**config.mk**
```make
export PLATFORM = sky130hd
export DESIGN_NAME = rshift_seq_unit
export DESIGN_NICKNAME = d
export VERILOG_FILES = /design/src/rtl/rsh_pkg.sv /design/src/rtl/rsh_decode.sv /design/src/rtl/rsh_ctrl.sv /design/src/rtl/rsh_shift_dp.sv /design/src/rtl/rsh_flags.sv /design/src/rtl/rshift_seq_unit.sv
export SDC_FILE = /design/constraint.sdc
export NUM_CORES = 1
export LEC_CHECK = 0
export BUFFER_PORTS_ARGS = -buffer_cell sky130_fd_sc_hd__buf_2
export CELL_PAD_IN_SITES_DETAIL_PLACEMENT = 0
export CELL_PAD_IN_SITES_GLOBAL_PLACEMENT = 1
export CORE_MARGIN = 5
export CORE_UTILIZATION = 26
export CTS_CLUSTER_SIZE = 12
export DETAILED_ROUTE_END_ITERATION = 10
export HOLD_SLACK_MARGIN = 0.1
export PLACE_DENSITY = 0.71
export SLEW_MARGIN = 25
export SYNTH_ARGS = -nofsm -noshare
export SYNTH_HDL_FRONTEND = slang
export SYNTH_HIERARCHICAL = 1
export SYNTH_SLANG_ARGS = --single-unit
```
**constraint.sdc**
```tcl
create_clock -name clk -period 2 [get_ports clk]
set_input_delay 0.4 -clock clk [delete_from_list [all_inputs] [get_ports clk]]
set_output_delay 0.4 -clock clk [all_outputs]
set_load 0.01 [all_outputs]
```
**src/rtl/rsh_pkg.sv**
```systemverilog
package rsh_pkg;

   typedef enum logic [0:0] {
      MODE_BYTE_LOGIC = 1'b0,
      MODE_WIDE_ARITH = 1'b1
   } shmode_e;

   typedef enum logic [0:0] {
      ST_IDLE = 1'b0,
      ST_RUN  = 1'b1
   } shstate_e;

   typedef struct packed {
      logic c;
      logic z;
      logic n;
      logic v;
      logic st;
   } shflags_t;

endpackage

```
**src/rtl/rsh_decode.sv**
```systemverilog
module rsh_decode
   import rsh_pkg::*;
#(
   parameter int          OPC_W     = 8,
   parameter logic [7:0]  OPC_ARITH = 8'h0E,
   parameter logic [7:0]  OPC_LOGIC = 8'h18,
   parameter int          IMM_BITS  = 4,
   parameter int          REG_BITS  = 5
) (
   input  logic [OPC_W-1:0]    opcode,
   input  logic                cnt_src,
   input  logic [REG_BITS-1:0] cnt_raw,
   output logic                op_valid,
   output shmode_e             op_mode,
   output logic [REG_BITS-1:0] cnt_eff
);

   localparam logic [OPC_W-1:0] ARITH_CODE = OPC_W'(OPC_ARITH);
   localparam logic [OPC_W-1:0] LOGIC_CODE = OPC_W'(OPC_LOGIC);

   logic hit_arith;
   logic hit_logic;

   always_comb begin
      hit_arith = (opcode == ARITH_CODE);
      hit_logic = (opcode == LOGIC_CODE);
      op_valid  = hit_arith | hit_logic;
      op_mode   = hit_arith ? MODE_WIDE_ARITH : MODE_BYTE_LOGIC;
   end

   generate
      if (IMM_BITS == REG_BITS) begin : g_same_width
         assign cnt_eff = cnt_raw;
      end else begin : g_trunc_imm
         logic [REG_BITS-1:0] imm_mask;
         always_comb begin
            imm_mask = '0;
            imm_mask[IMM_BITS-1:0] = '1;
            cnt_eff = cnt_src ? cnt_raw : (cnt_raw & imm_mask);
         end
      end
   endgenerate

endmodule

```
**src/rtl/rsh_ctrl.sv**
```systemverilog
module rsh_ctrl
   import rsh_pkg::*;
#(
   parameter int CNT_W = 5
) (
   input  logic             clk,
   input  logic             rst_n,
   input  logic             launch,
   input  logic [CNT_W-1:0] cnt_load,
   output logic             busy,
   output logic             step,
   output logic             fin
);

   shstate_e         state_q;
   logic [CNT_W-1:0] rem_q;
   logic             rem_zero;

   assign rem_zero = (rem_q == '0);

   always_ff @(posedge clk or negedge rst_n) begin
      if (!rst_n) begin
         state_q <= ST_IDLE;
         rem_q   <= '0;
      end else begin
         unique case (state_q)
            ST_IDLE: begin
               if (launch) begin
                  state_q <= ST_RUN;
                  rem_q   <= cnt_load;
               end
            end
            ST_RUN: begin
               if (rem_zero) begin
                  state_q <= ST_IDLE;
               end else begin
                  rem_q <= rem_q - 1'b1;
               end
            end
            default: state_q <= ST_IDLE;
         endcase
      end
   end

   always_comb begin
      busy = (state_q == ST_RUN);
      step = busy && !rem_zero;
      fin  = busy && rem_zero;
   end

endmodule

```
**src/rtl/rsh_shift_dp.sv**
```systemverilog
module rsh_shift_dp
   import rsh_pkg::*;
#(
   parameter int WIDE   = 32,
   parameter int NARROW = 8
) (
   input  logic            clk,
   input  logic            rst_n,
   input  logic            load,
   input  logic            step,
   input  shmode_e         mode_in,
   input  logic [WIDE-1:0] opnd_in,
   output logic [WIDE-1:0] data_q,
   output logic            carry_q,
   output logic            sticky_q,
   output shmode_e         mode_q
);

   logic [WIDE-1:0] data_nxt;
   logic [WIDE-1:0] load_val;
   logic            arith;
   logic            shifted_q;

   assign arith = (mode_q == MODE_WIDE_ARITH);

   // One-position shift network; each bit picks its source by position and mode
   genvar gi;
   generate
      for (gi = 0; gi < WIDE; gi++) begin : g_bit
         if (gi == WIDE - 1) begin : g_top
            assign data_nxt[gi] = arith ? data_q[gi] : 1'b0;
         end else if (gi >= NARROW - 1) begin : g_upper
            assign data_nxt[gi] = arith ? data_q[gi+1] : 1'b0;
         end else begin : g_lower
            assign data_nxt[gi] = data_q[gi+1];
         end
      end
   endgenerate

   always_comb begin
      load_val = '0;
      if (mode_in == MODE_WIDE_ARITH) begin
         load_val = opnd_in;
      end else begin
         load_val[NARROW-1:0] = opnd_in[NARROW-1:0];
      end
   end

   always_ff @(posedge clk or negedge rst_n) begin
      if (!rst_n) begin
         data_q    <= '0;
         carry_q   <= 1'b0;
         sticky_q  <= 1'b0;
         shifted_q <= 1'b0;
         mode_q    <= MODE_BYTE_LOGIC;
      end else if (load) begin
         data_q    <= load_val;
         sticky_q  <= 1'b0;
         shifted_q <= 1'b0;
         mode_q    <= mode_in;
      end else if (step) begin
         data_q    <= data_nxt;
         carry_q   <= data_q[0];
         sticky_q  <= sticky_q | (shifted_q & carry_q);
         shifted_q <= 1'b1;
      end
   end

endmodule

```
**src/rtl/rsh_flags.sv**
```systemverilog
module rsh_flags
   import rsh_pkg::*;
#(
   parameter int WIDE = 32
) (
   input  logic [WIDE-1:0] data,
   input  shmode_e         mode,
   input  logic            carry,
   input  logic            sticky,
   output shflags_t        flags
);

   always_comb begin
      flags.c  = carry;
      flags.z  = (data == '0);
      flags.n  = (mode == MODE_WIDE_ARITH) ? data[WIDE-1] : 1'b0;
      flags.v  = 1'b0;
      flags.st = sticky;
   end

endmodule

```
**src/rtl/rshift_seq_unit.sv**
```systemverilog
module rshift_seq_unit
   import rsh_pkg::*;
#(
   parameter int         WIDE      = 32,
   parameter int         NARROW    = 8,
   parameter int         OPC_W     = 8,
   parameter logic [7:0] OPC_ARITH = 8'h0E,
   parameter logic [7:0] OPC_LOGIC = 8'h18,
   parameter int         IMM_BITS  = 4,
   parameter int         REG_BITS  = 5
) (
   input  logic                clk,
   input  logic                rst_n,
   input  logic                start_i,
   input  logic [OPC_W-1:0]    opcode_i,
   input  logic                cnt_src_i,
   input  logic [REG_BITS-1:0] cnt_i,
   input  logic [WIDE-1:0]     opnd_i,
   input  logic                trap_i,
   output logic [WIDE-1:0]     result_o,
   output logic                carry_o,
   output logic                zero_o,
   output logic                neg_o,
   output logic                ovf_o,
   output logic                trap_o,
   output logic                sticky_o,
   output logic                busy_o,
   output logic                done_o
);

   generate
      if (NARROW < 2 || NARROW >= WIDE) begin : g_bad_narrow
         $error("rshift_seq_unit: NARROW must be at least 2 and below WIDE");
      end
      if (IMM_BITS < 1 || IMM_BITS > REG_BITS) begin : g_bad_imm
         $error("rshift_seq_unit: IMM_BITS must be 1..REG_BITS");
      end
      if (OPC_W > 8 || OPC_ARITH == OPC_LOGIC) begin : g_bad_opc
         $error("rshift_seq_unit: opcodes must be distinct and OPC_W at most 8");
      end
   endgenerate

   logic                op_valid;
   shmode_e             op_mode;
   logic [REG_BITS-1:0] cnt_eff;
   logic                launch;
   logic                step;
   logic                fin;
   logic                busy;
   logic [WIDE-1:0]     data_q;
   logic                carry_q;
   logic                sticky_q;
   shmode_e             mode_q;
   shflags_t            flags;

   rsh_decode #(
      .OPC_W    (OPC_W),
      .OPC_ARITH(OPC_ARITH),
      .OPC_LOGIC(OPC_LOGIC),
      .IMM_BITS (IMM_BITS),
      .REG_BITS (REG_BITS)
   ) u_dec (
      .opcode  (opcode_i),
      .cnt_src (cnt_src_i),
      .cnt_raw (cnt_i),
      .op_valid(op_valid),
      .op_mode (op_mode),
      .cnt_eff (cnt_eff)
   );

   assign launch = start_i && op_valid && !busy;

   rsh_ctrl #(
      .CNT_W(REG_BITS)
   ) u_ctrl (
      .clk     (clk),
      .rst_n   (rst_n),
      .launch  (launch),
      .cnt_load(cnt_eff),
      .busy    (busy),
      .step    (step),
      .fin     (fin)
   );

   rsh_shift_dp #(
      .WIDE  (WIDE),
      .NARROW(NARROW)
   ) u_dp (
      .clk     (clk),
      .rst_n   (rst_n),
      .load    (launch),
      .step    (step),
      .mode_in (op_mode),
      .opnd_in (opnd_i),
      .data_q  (data_q),
      .carry_q (carry_q),
      .sticky_q(sticky_q),
      .mode_q  (mode_q)
   );

   rsh_flags #(
      .WIDE(WIDE)
   ) u_flags (
      .data  (data_q),
      .mode  (mode_q),
      .carry (carry_q),
      .sticky(sticky_q),
      .flags (flags)
   );

   always_comb begin
      result_o = data_q;
      carry_o  = flags.c;
      zero_o   = flags.z;
      neg_o    = flags.n;
      ovf_o    = flags.v;
      sticky_o = flags.st;
      trap_o   = trap_i;
      busy_o   = busy;
      done_o   = fin;
   end

endmodule

```
* Yosys cells after proc, flatten, opt, wreduce, memory -nomap -nowiden
Index checks and enable logic that the tools add are counted.
** Word-level totals
- Register bits after elaboration :: 42
- Latch bits :: 0
- Memory bits (writable) :: 0
- ROM bits :: 0
- Output and inout bits :: 40
- Memories :: 0
** Operators by class
- Add/sub/neg operators :: 1
- Multipliers :: 0
- Divide/modulo/power cells :: 0
- Magnitude comparators :: 0
- Eq/ne operators :: 4
- Shifts and indexed selects :: 0
- Multiplexer cells :: 39
- Bitwise gates (word level) :: 5
- Reduce and logical (&&, ||, !) cells :: 11
** Operator list (count)
- 2-to-1 mux 32 bit :: 2
- logical NOT 32 bit :: 1
- 2-to-1 mux 1 bit :: 31
- 2-to-1 mux 24 bit :: 1
- 2-to-1 mux 5 bit :: 3
- case mux 5 bit (2 select lines) :: 1
- == test 8 x 4 -> 1 bit, second input constant :: 1
- == test 8 x 5 -> 1 bit, second input constant :: 1
- logical NOT 5 bit :: 1
- subtractor 5 x 1 -> 5 bit, second input constant :: 1
- logical AND 1 bit :: 4
- inequality test 2 bit, second input constant :: 2
- AND reduction 2 bit :: 2
- logical NOT 1 bit :: 2
- inverter 1 bit :: 2
- bitwise OR 1 bit :: 2
- case mux 1 bit (2 select lines) :: 1
- nonzero test 2 bit :: 1
- bitwise AND 1 bit :: 1

* Logic depth before layout (Yosys ltp)
- Depth after elaboration :: 6
- Gate-level depth with buffers :: 9
- Mapped depth without buffers :: 7

* Modules after synthesis
Netlist, hierarchy kept.
** By module, submodules not included
- rsh_shift_dp :: instances 1, cells each 157, area an instance 1592.8 um^2, seq. area each 900.9 um^2
- rsh_ctrl :: instances 1, cells each 36, area an instance 349.1 um^2, seq. area each 150.1 um^2
- rsh_flags :: instances 1, cells each 16, area an instance 105.1 um^2, seq. area each 0.0 um^2
- rsh_decode :: instances 1, cells each 10, area an instance 75.1 um^2, seq. area each 0.0 um^2
- rshift_seq_unit :: instances 1, cells each 2, area an instance 16.3 um^2, seq. area each 0.0 um^2

* Worst setup path before layout
Ideal clock, no wire load.
- Path type :: input-to-reg
- Start point :: in opcode_i[5]
- End point :: reg u_dp.data_q[13]
- Data arrival time :: 1.926 ns
- Data required time :: 1.868 ns
- Path slack :: -0.058 ns
- Cell stages on the path :: 8
- Buffers on the path :: 2
- Path through :: or4b_1 > a211oi_1 > and3b_1 > nor2b_1 > buf_2 > buf_4 > a22oi_1 > o21ai_1
** On the way
- Cells in the longest elaborated chain, start to end :: 5
- Elaborated cells on any way between the ends :: 9
** Ends and longest elaborated chain
- from (decl) :: RTL line rshift_seq_unit.sv:15 : input logic [OPC_W-1:0] opcode_i,
- == test 8 x 4 -> 1 bit or == test 8 x 5 -> 1 bit (tied branches) :: RTL line rsh_decode.sv:25, rsh_decode.sv:26
- bitwise OR 1 bit (*) :: RTL line rsh_decode.sv:27 : op_valid = hit_arith | hit_logic;
- net op_valid :: RTL line rshift_seq_unit.sv:43 : logic op_valid;
- logical AND 1 bit (*) (2 in series) :: RTL line rshift_seq_unit.sv:71 : assign launch = start_i && op_valid && !busy;
- net launch :: RTL line rshift_seq_unit.sv:46 : logic launch;
- 2-to-1 mux 32 bit or nonzero test 2 bit (tied branches)
- to (signal assigned) :: RTL line rsh_shift_dp.sv:57 : data_q <= load_val;
- to (signal assigned) :: RTL line rsh_shift_dp.sv:62 : data_q <= data_nxt;
- to (decl) :: RTL line rsh_shift_dp.sv:13 : output logic [WIDE-1:0] data_q,
Mark *: on every way through the listed nets, which the timed path passes. The rest lies on a longest branch.
A chain may end at the register's enable or synchronous reset.

* Final worst setup path
- Start point :: reg u_ctrl.rem_q[0]
- End point :: out done_o
** On the way
- Cells in the longest elaborated chain, start to end :: 2
** Ends and longest elaborated chain
- from (decl) :: RTL line rsh_ctrl.sv:16 : logic [CNT_W-1:0] rem_q;
- from (signal assigned) :: RTL line rsh_ctrl.sv:30 : rem_q <= cnt_load;
- from (signal assigned) :: RTL line rsh_ctrl.sv:37 : rem_q <= rem_q - 1'b1;
- logical NOT 5 bit :: RTL line rsh_ctrl.sv:19 : assign rem_zero = (rem_q == '0);
- logical AND 1 bit :: RTL line rsh_ctrl.sv:48 : fin = busy && rem_zero;
- to (decl) :: RTL line rshift_seq_unit.sv:28 : output logic done_o
No other way between the ends.

==> metrics.txt <==
Finished Core Util=between 30% and 40%; worst setup margin=-0.0971 ns; count of input and output buffers=between 80 and 90; # fillers=between 800 and 900; Iter 0 DRT Violations=between 90 and 100; Final nets=364; CTS Buf Count=5; Cells after Synth=roughly 220; Worst-Skew Late Latency=0.29 ns; All-Layer GR Usage=a little over an eighth; worst hold path type=primary input to asynchronous set/reset pin; maximum fanout along the worst path=3; Finish-stage setup viols=1; register area share after synthesis=~49%; max-cap viol count=0; PwrDens=between 800 and 900 mW/mm2; Die ar.=roughly 0.010 mm2; Ports=90; Sink Count=42; failing checks=negative setup slack; clock buffer depth=2; Peak Freq=between 400 and 500 MHz; vias per cell=slightly below 5; share of layout cells above drive strength 1=between 40% and 50%; final clock period utilization by the worst path=105%; Via Count=between 2000 and 2500; Static Leakage=1.32 nW; Final ANT Viol Nets=0; area grow syn2layout=37.0%; ys async rst share=between 90% and 100%; multi-input logic area=~0.0010 mm2; sequential cell area=0.00105 mm2; top cell family by delay on the critical path=simple AND/OR/NAND/NOR gates; Post-synth top flop=dfrtp_1; Total Neg Setup Slack=-0.0971 ns; Die Ht=between 100 and 150 um; synthesis warning total=6; M1 GR Usage=~17%; core area=0.00813 mm2; Critical Path Slowest Stage Cell=or4b_4; Crit. Startpoint=u_ctrl/rem_q[0]$_DFFE_PN0P_; Final Hold Viols=0; Worst Path Arrival=~1.7 ns; largest net degree at the start of global routing=43; HPWL after DPL=4560 um; die width=101 um; DR WL/cell=between 15 and 20 um; Yosys cell types=39; number of synthesized flops with an enable pin=0; Syn Nets=approximately 270; grt ovf=0; Critical Path Sink Type=output port; # hold bufs at CTS=0; H-Tree Depth=2; RSZ-0062 raised after global routing=true; #FFs+latches synth=42; CTS tree=done; Post-Syn Area=~0.0021 mm2; GRT met3 Usage=roughly 3.7%; Worst EP required=about 1.6 ns; Max transition margin=between 50% and 60%; global-route wire length before repair=10700 um; clock slew at reported path FFs=roughly 0.08 ns; worst clock skew=around 0.0057 ns; critical path class=register to output port; grt met2 use=~22%; GRT busiest layer=met2; Max rail drop VDD=roughly 0.36 mV; DRC=0; Synth Area per Inst=around 9.7 um2; status=complete, but fails checks; Slew Viols, Final=0; largest stage delay on the critical path=approximately 0.46 ns; Tightest Pin Transition=0.627 ns; fin crit period=between 2 and 2.5 ns; row count=33; vias in the first global route=2082; Final GP Congestion=0.724; RR Startpoint=u_ctrl/rem_q[0]$_DFFE_PN0P_; CTS root buf=clkbuf_8; Antenna Cells=0; crit path cell chain=inv_1 -> ha_2 -> buf_6 -> or4b_4 -> nor2_2 -> buf_2; Initial Util=between 20% and 30%; Post-Route WL=6790 um; CP startpoint kind=register; antenna violations before repair=0; drt first pass iters=6; CP Buf/Inv Count=3
## per-stage QoR
stage / power (mW) / hold WS, ns / std cells / setup slack (ns) / area [um2]
3_3_place_gp: 1.80 / 0.472 / 400 / -0.273 / 2680
4_1_cts: 2.42 / 0.203 / 411 / -0.113 / 2810
5_1_grt: 2.61 / 0.241 / 418 / -0.197 / 2930
2_1_floorplan: 1.52 / 0.104 / 221 / -0.0141 / 2180
3_5_place_dp: 1.81 / 0.489 / 400 / -0.309 / 2680
6_report: 2.44 / 0.189 / 418 / -0.0971 / 2930
## per-layer routing
metal  up-vias  routed length [um]
met3         5                 450
li1        978                   -
met5         -                   0
met4         0                  44
met1       970                3060
met2        64                3230
## kinds of logic (layout without fill, tap and decap cells)
logic type      count (synthesis)  after routing  synth area share [%]
flops                          42             42                  49.2
other cells                     1              1                 0.175
mux                             9              9                  4.27
compound gates                 70             70                  20.6
buf+inv                        27            116                  8.19
fa+ha+maj                       1              1                 0.585
simple gates                   71             74                  17.0
## cell type report
class                   count  share of cell area (%)
flip-flops and latches     42                    35.9
well taps                 105                    4.49
clock buffers               7                    2.61
repair buffers            105                    21.0
multi-input cells         155                    35.5
inverters                   4                   0.513
## power breakdown
part	internal [mW]	switching [mW]	total, mW
clock network	0.241	0.277	0.518
registers	0.973	0.128	1.10
logic	0.392	0.433	0.825
## cells in the final DEF (no fill, tap or decap), drive strengths merged, types with 2 or more instances in the layout
| master | n |
|---|---|
| nor3 | 2 |
| a32oi | 2 |
| o21ai | 34 |
| a31oi | 3 |
| buf | 104 |
| o21a | 2 |
| nor2b | 4 |
| dfrtp | 42 |
| and2 | 3 |
| mux2i | 8 |
| clkbuf | 8 |
| inv | 4 |
| nand2 | 34 |
| nor4 | 9 |
| or4b | 2 |
| a22oi | 23 |
| nor2 | 11 |
| nand4 | 2 |
## timing repair
action,in CTS,in global routing
pin swaps,2,4
gates cloned,3,1
gates resized for setup,5,14
setup endpoints to repair,26,37
buffers inserted,1,6
## synthesized netlist by cell type (2+ instances only)
cell type,count,area (um2)
nor2_1,8,30.0
a22oi_1,23,173
mux2i_1,8,80.1
o21a_1,2,15.0
a32oi_1,2,17.5
buf_6,3,33.8
o21ai_1,18,90.1
a31oi_1,3,18.8
nor2b_1,4,25.0
buf_2,8,40.0
and2_1,3,18.8
nor4_1,8,50.1
o21ai_0,16,80.1
nand2_1,34,128
nor3_1,2,10.0
dfrtp_1,42,1050
inv_1,4,15.0
nand4_1,2,12.5
buf_4,11,82.6
## state kept, by name, indices dropped and copies added, names as in the netlist
| register | count |
|---|---|
| u_ctrl/busy | 1 |
| u_ctrl/rem_q | 5 |
| u_dp/carry_q | 1 |
| u_dp/data_q | 32 |
| u_dp/mode_q | 1 |
| u_dp/shifted_q | 1 |
| u_dp/sticky_q | 1 |
## final timing paths
path                                                to  slack (ns)  cells past startpoint
setup / recovery                                done_o        -0.1                      6
hold / removal               u_dp/sticky_q$_DFFE_PN0P_        0.19                      2
setup reg to reg              u_dp/carry_q$_DFFE_PN0P_        0.09                      8
hold reg to reg              u_dp/sticky_q$_DFFE_PN0P_        0.50                      2
max in group asynchronous   u_dp/data_q[9]$_DFFE_PN0P_        1.42                      2
min in group clk           u_dp/data_q[31]$_DFFE_PN0P_        0.31                      3
No activity file was read; power rests on OpenSTA's default activity.
